--- config.mk ---
export PLATFORM = sky130hd
export DESIGN_NAME = gated_clk_divider
export DESIGN_NICKNAME = d
export VERILOG_FILES = /design/src/rtl/gcd_pkg.sv /design/src/rtl/gcd_ctrl_regs.sv /design/src/rtl/gcd_div_core.sv /design/src/rtl/gcd_gate.sv /design/src/rtl/gated_clk_divider.sv
export SDC_FILE = /design/constraint.sdc
export NUM_CORES = 1
export LEC_CHECK = 0
export ABC_AREA = 0
export CORE_MARGIN = 3
export CORE_UTILIZATION = 30
export CTS_CLUSTER_SIZE = 16
export DETAILED_ROUTE_END_ITERATION = 6
export PLACE_DENSITY_LB_ADDON = 0.1
export SKIP_LAST_GASP = 1
export SLEW_MARGIN = 20
export SYNTH_ARGS = -nofsm -noshare
export SYNTH_HDL_FRONTEND = slang
export SYNTH_HIERARCHICAL = 1
export SYNTH_SLANG_ARGS = --single-unit
export TNS_END_PERCENT = 50
--- constraint.sdc ---
create_clock -name clk -period 6.5 [get_ports clk]
set_input_delay 1.3 -clock clk [delete_from_list [all_inputs] [get_ports clk]]
set_output_delay 1.3 -clock clk [all_outputs]
set_load 0.03 [all_outputs]
--- src/rtl/gcd_pkg.sv ---
package gcd_pkg;
  localparam int FIELD_W   = 6;
  localparam int LOW_W     = FIELD_W - 1;
  localparam int PRE_SHIFT = 6;
  localparam int RATIO_W   = LOW_W + PRE_SHIFT;
  localparam int STAT_W    = 8;
  localparam int BUSY_LO   = 3;
  localparam int BUSY_HI   = 4;

  // Effective parent-cycles-per-output-period for a field value.
  function automatic logic [RATIO_W-1:0] field_ratio(input logic [FIELD_W-1:0] f,
                                                     input logic ext);
    logic [LOW_W-1:0] lo;
    logic [RATIO_W-1:0] r;
    lo = f[LOW_W-1:0];
    if (!ext) begin
      r = (lo == '0) ? (RATIO_W'(1) << LOW_W) : RATIO_W'(lo);
    end else if (f[FIELD_W-1]) begin
      r = (lo == '0) ? (RATIO_W'(1) << PRE_SHIFT) : (RATIO_W'(lo) << PRE_SHIFT);
    end else begin
      r = (lo == '0) ? (RATIO_W'(1) << FIELD_W) : RATIO_W'(lo);
    end
    return r;
  endfunction
endpackage

--- src/rtl/gcd_ctrl_regs.sv ---
module gcd_ctrl_regs
  import gcd_pkg::*;
(
  input  logic               clk,
  input  logic               rst_n,
  input  logic               en_wr,
  input  logic               en_wdata,
  input  logic               div_wr,
  input  logic [FIELD_W-1:0] div_wdata,
  input  logic               load_ack,
  output logic               en_q,
  output logic [FIELD_W-1:0] field_q,
  output logic               pend_q
);
  always_ff @(posedge clk or negedge rst_n) begin
    if (!rst_n) begin
      en_q    <= 1'b0;
      field_q <= '0;
      pend_q  <= 1'b0;
    end else begin
      if (en_wr) en_q <= en_wdata;
      if (div_wr) begin
        field_q <= div_wdata;
        pend_q  <= 1'b1;
      end else if (load_ack) begin
        pend_q  <= 1'b0;
      end
    end
  end
endmodule

--- src/rtl/gcd_div_core.sv ---
module gcd_div_core
  import gcd_pkg::*;
(
  input  logic               clk,
  input  logic               rst_n,
  input  logic               ext_mode,
  input  logic [FIELD_W-1:0] field_in,
  input  logic               pend,
  output logic               load_ack,
  output logic               hi_q,
  output logic               pass_q,
  output logic               at_end,
  output logic [FIELD_W-1:0] cur_field
);
  logic [RATIO_W-1:0] cnt_q;
  logic [RATIO_W-1:0] cur_ratio;
  logic [RATIO_W-1:0] nxt_ratio;
  logic [FIELD_W-1:0] nxt_field;
  logic [RATIO_W-1:0] cnt_nxt;
  logic [RATIO_W-1:0] half;

  assign cur_ratio = field_ratio(cur_field, ext_mode);
  assign at_end    = (cnt_q >= cur_ratio - RATIO_W'(1));
  assign load_ack  = at_end && pend;
  assign nxt_field = load_ack ? field_in : cur_field;
  assign nxt_ratio = field_ratio(nxt_field, ext_mode);

  always_comb begin
    if (at_end) begin
      cnt_nxt = '0;
      half    = nxt_ratio >> 1;
    end else begin
      cnt_nxt = cnt_q + RATIO_W'(1);
      half    = cur_ratio >> 1;
    end
  end

  always_ff @(posedge clk or negedge rst_n) begin
    if (!rst_n) begin
      cnt_q     <= '0;
      hi_q      <= 1'b0;
      pass_q    <= 1'b0;
      cur_field <= '0;
    end else begin
      cnt_q     <= cnt_nxt;
      hi_q      <= (cnt_nxt < half);
      cur_field <= nxt_field;
      if (at_end) pass_q <= (nxt_ratio == RATIO_W'(1));
    end
  end
endmodule

--- src/rtl/gcd_gate.sv ---
module gcd_gate (
  input  logic clk,
  input  logic rst_n,
  input  logic en,
  input  logic hi,
  input  logic pass,
  output logic gate_q,
  output logic clk_out
);
  logic may_move;

  // In pass-through the parent is low at its falling edge; otherwise wait for a low phase.
  assign may_move = pass || !hi;

  always_ff @(negedge clk or negedge rst_n) begin
    if (!rst_n)        gate_q <= 1'b0;
    else if (may_move) gate_q <= en;
  end

  assign clk_out = gate_q & (pass ? clk : hi);
endmodule

--- src/rtl/gated_clk_divider.sv ---
module gated_clk_divider
  import gcd_pkg::*;
(
  input  logic               clk,
  input  logic               rst_n,
  input  logic               ext_mode,
  input  logic               en_wr,
  input  logic               en_wdata,
  input  logic               div_wr,
  input  logic [FIELD_W-1:0] div_wdata,
  output logic               en_rd,
  output logic [FIELD_W-1:0] div_rd,
  output logic [STAT_W-1:0]  status_rd,
  output logic               clk_out
);
  logic               en_q;
  logic [FIELD_W-1:0] field_q;
  logic               pend_q;
  logic               load_ack;
  logic               hi_q;
  logic               pass_q;
  logic               at_end;
  logic [FIELD_W-1:0] cur_field;
  logic               gate_q;

  gcd_ctrl_regs u_regs (
    .clk(clk), .rst_n(rst_n), .en_wr(en_wr), .en_wdata(en_wdata),
    .div_wr(div_wr), .div_wdata(div_wdata), .load_ack(load_ack),
    .en_q(en_q), .field_q(field_q), .pend_q(pend_q)
  );

  gcd_div_core u_core (
    .clk(clk), .rst_n(rst_n), .ext_mode(ext_mode), .field_in(field_q),
    .pend(pend_q), .load_ack(load_ack), .hi_q(hi_q), .pass_q(pass_q),
    .at_end(at_end), .cur_field(cur_field)
  );

  gcd_gate u_gate (
    .clk(clk), .rst_n(rst_n), .en(en_q), .hi(hi_q), .pass(pass_q),
    .gate_q(gate_q), .clk_out(clk_out)
  );

  always_comb begin
    status_rd = '0;
    for (int b = BUSY_LO; b <= BUSY_HI; b++) status_rd[b] = pend_q;
  end

  assign en_rd  = en_q;
  assign div_rd = field_q;
endmodule

== After elaboration in Yosys (flattened, before gate mapping) ==
Index checks and enable logic that the tools add are counted.
Widths: inputs -> output; s select.

* Output and inout port bits: 16
* Flip-flop bits (word level): 28
* Bits of input ports: 12

* Reductions and logical operators: 6
* $lt $le $gt $ge: 2
* Bitwise operators: 1
* Add/subtract/negate cells: 2
* Equality and inequality tests: 1
* Multiplexer cells: 16

{| class="wikitable"
|+ Operators with widths
! operator !! count
|-
| $mux 11 || 7
|-
| $mux 6 || 3
|-
| $mux 7 || 2
|-
| $add 11x1->11 const B || 1
|-
| $eq 11x1->1 const B || 1
|-
| $ge 11x11->1 || 1
|-
| $lt 11x10->1 || 1
|-
| $sub 11x1->11 const B || 1
|-
| $logic_not 5->1 || 2
|-
| $mux 10 || 1
|-
| $mux 1 || 3
|-
| $reduce_bool 2->1 || 1
|-
| $and 1x1->1 || 1
|-
| $logic_and 1x1->1 || 1
|-
| $logic_not 1->1 || 1
|-
| $logic_or 1x1->1 || 1
|}

== Longest topological paths before layout ==
* Word-level depth: 14
* Depth in mapped cells: 21
* Mapped depth without buffers: 19

== Cells and area by module ==
Netlist, hierarchy kept.

{| class="wikitable"
|+ By module, submodules not included
! module !! area an instance (um^2) !! cells each !! times used !! sequential area each (um^2)
|-
| gcd_div_core || 1844.3 || 206 || 1 || 475.5
|-
| gcd_ctrl_regs || 325.3 || 18 || 1 || 200.2
|-
| gcd_gate || 65.1 || 5 || 1 || 25.0
|-
| gated_clk_divider || 63.8 || 9 || 1 || 0.0
|}

==> flow_summary.toml <==
[sta]
final_hold_viol_count = 0
rsz0062_at_grt = "false"
fin_skew_ps = 29.77
fin_ws_ps = 251.4
setup_viol = 0
finalSetupTns_ps = 0
slew_violations = 0

[synth]
synth.area.mux_share = 0.1470
synth_compound_area_frac = 0.1404
synth_seq_area_share = 0.3048
ys_warn_count = 6
ys_ff_latch = 28
synth-xor-area-share = 0.03811
synth_commonest_cells = "nand2_1, dfrtp_1, ha_1, nor2_1, mux2_4"
synth-simple-area-share = 0.1824
synthesis.area_um2 = 2298
ys_top_cells_by_area = "dfrtp_1, ha_1, mux2_4"
synth_top_family_by_area = "simple AND/OR/NAND/NOR gates"
ys_types = 56
synth_fa_ha_area_frac = 0.1198
synth-edff-count = 0
synth_most_common_cell = "nand2_1"
syn_avg_cell_area_um2 = 9.657
synth_top_cell_by_area = "dfrtp_1"
synth_ff_type = "dfrtp_1"
synth_cells = 238
async_flop_share = 1.000
yosysTopAreaCellShare = 0.2940

[global_route]
grt_util_met2 = 0.2079
track_usage = 0.1379
grt_max_degree = 29
grt_pass1_vias = 1728
grt_overflow = 0
grt_use_met3 = 0.02092
grt_busiest_layer = "met2"
antenna_found_initial = 0
gr-usage-met1 = 0.2019
grt_pass1_wl_um = 9308

[floorplanning]
design.core.area_um2 = 7331
fp-row-count = 31
die_height_um = 93.53
pin_count = 28
die-area_um2 = 8748
die_x_um = 93.53
initial_utilization = 0.3135

[min_path]
hold_class = "reg -> reg"
hold_start = "u_gate/gate_q"

[layout]
ff_latch_area_um2 = 700.7
layout-drive-gt1-share = 0.1680
antenna_cells = 0
final_nets = 291
multi_input_area_um2 = 1465
fillers = 733
syn_to_final_growth_pct = 15.30

[placement]
dp_worst_setup_slack_ps = 454.9
dp_hpwl_um = 4381
port_buffers = 21
gp_congestion = 0.8019

[clocking]
cts_setup_buffers = 0
insertion_delay_ps = 410
path_clk_slew_ps = 70
cts_tree = "yes"
cts_hold_buf = 0
cts_resized = 0

[routing]
wirelength_um = 5620
vias = 1755
ant_nets = 0
post_drt_via_cell_ratio = 4.944
drc = 0
wire_per_inst_um = 15.83
drt_iter0_markers = 104
firstDrtPassIters = 4

[critical_path]
critPathTopFamily = "buffers and inverters"
worstPathRequired_ps = 5200
cp-end-kind = "output port"
cp.arrival_ps = 4950
r2r_start = "u_core/cur_field[5]"
cp-startpoint = "u_gate/gate_q"
cpPeakStageDelay_ps = 690
path_buf_inv = 1
worstSetupPathType = "reg -> out"
worstPathMaxFanout = 2
cpMaxStageDelayCell = "clkdlybuf4s50_1"
cp-start-kind = "flip-flop"
crit_chain = "a21boi_0, clkdlybuf4s50_1"

[power_and_ir_drop]
p_per_area_nw_per_um2 = 521.1
leakage_uw = 0.001193
peakVddDrop_mv = 0.1854

[outcome]
outcome = "complete, no violations"

[flow_run]
max-cap-violations = 0
==> power by group <==
part	total (µW)	leakage (µW)	switching (µW)	internal, µW
logic	851	0.000784	454	398
clock network	207	0.0000637	78.1	129
registers	323	0.000345	95.5	227
total	1380	0.00119	627	754
==> worst paths after layout <==
| kind | end | slack (ps) | cells after the start |
|---|---|---|---|
| min in group asynchronous | u_regs/en_q | 1270 | 2 |
| setup reg to reg | u_core/hi_q | 1660 | 19 |
| hold reg to reg | u_gate/gate_q | 470 | 1 |
| hold / removal | u_gate/gate_q | 470 | 1 |
| setup / recovery | clk_out | 250 | 2 |
| max in group asynchronous | u_gate/gate_q | 1800 | 2 |
==> cell type report <==
type                            instances  area share
Multi-Input combinational cell        193      0.5529
Clock inverter                          1     0.01133
Sequential cell                        28      0.2644
Tap cell                               99     0.04674
Inverter                                4    0.005666
Clock buffer                            7     0.03494
Timing Repair Buffer                   23     0.08404
==> cell families (layout without fill, tap and decap cells) <==
| logic type | count (synthesis) | after routing |
|---|---|---|
| xor gates and xnor gates | 10 | 10 |
| adders and majority gates | 22 | 22 |
| buffers and inverters | 22 | 35 |
| and+or+nand+nor | 85 | 85 |
| DFF | 28 | 28 |
| other | 1 | 6 |
| AOI/OAI and AO/OA | 45 | 45 |
| muxes | 25 | 25 |
==> metrics by stage <==
stage	hold WS (ps)	power [µW]	area, µm²	std cells	util
after floorplan	435.5	1030	2317	243	-
after global placement	457.2	1204	2537	348	0.3461
after detailed placement	465.0	1195	2537	348	0.3461
after CTS	472.3	1396	2650	355	0.3615
after global routing	484.1	1535	2650	355	0.3615
final	468.0	1381	2650	355	0.3615
==> worst reg2reg max path, delay by kind of cell, from the launching register on <==
family / cells / cell delay (ps)
AOI/OAI and AO/OA: 6 / 1310
adders and majority gates: 3 / 970
buffers and inverters: 1 / 250
DFF: 1 / 490
muxes: 1 / 320
and+or+nand+nor: 8 / 1440
==> layer usage <==
layer  vias to the layer above  wire, µm
met5                         -         0
met3                         5       189
li1                        882         -
met4                         0        59
met1                       824      2786
met2                        44      2584
==> cell usage in the layout, fill, tap and decap left out, types with 5 or more instances in the layout <==
cell type	n
clkdlybuf4s50_1	21
mux2_2	5
o21ai_0	7
dfrtp_1	27
xor2_1	7
ha_1	22
mux2_4	16
nand2_1	28
a21oi_1	12
nand3_1	7
nor2b_1	5
clkbuf_8	6
conb_1	6
nor2_1	22
==> sequential cells by signal (all words and copies together) (netlist names) <==
register and count:
u_core/cnt_q 11, u_core/cur_field 6, u_regs/field_q 6, u_core/hi_q 1, u_core/pass_q 1, u_gate/gate_q 1
u_regs/en_q 1, u_regs/pend_q 1
Power figures use the tool's default switching activity.
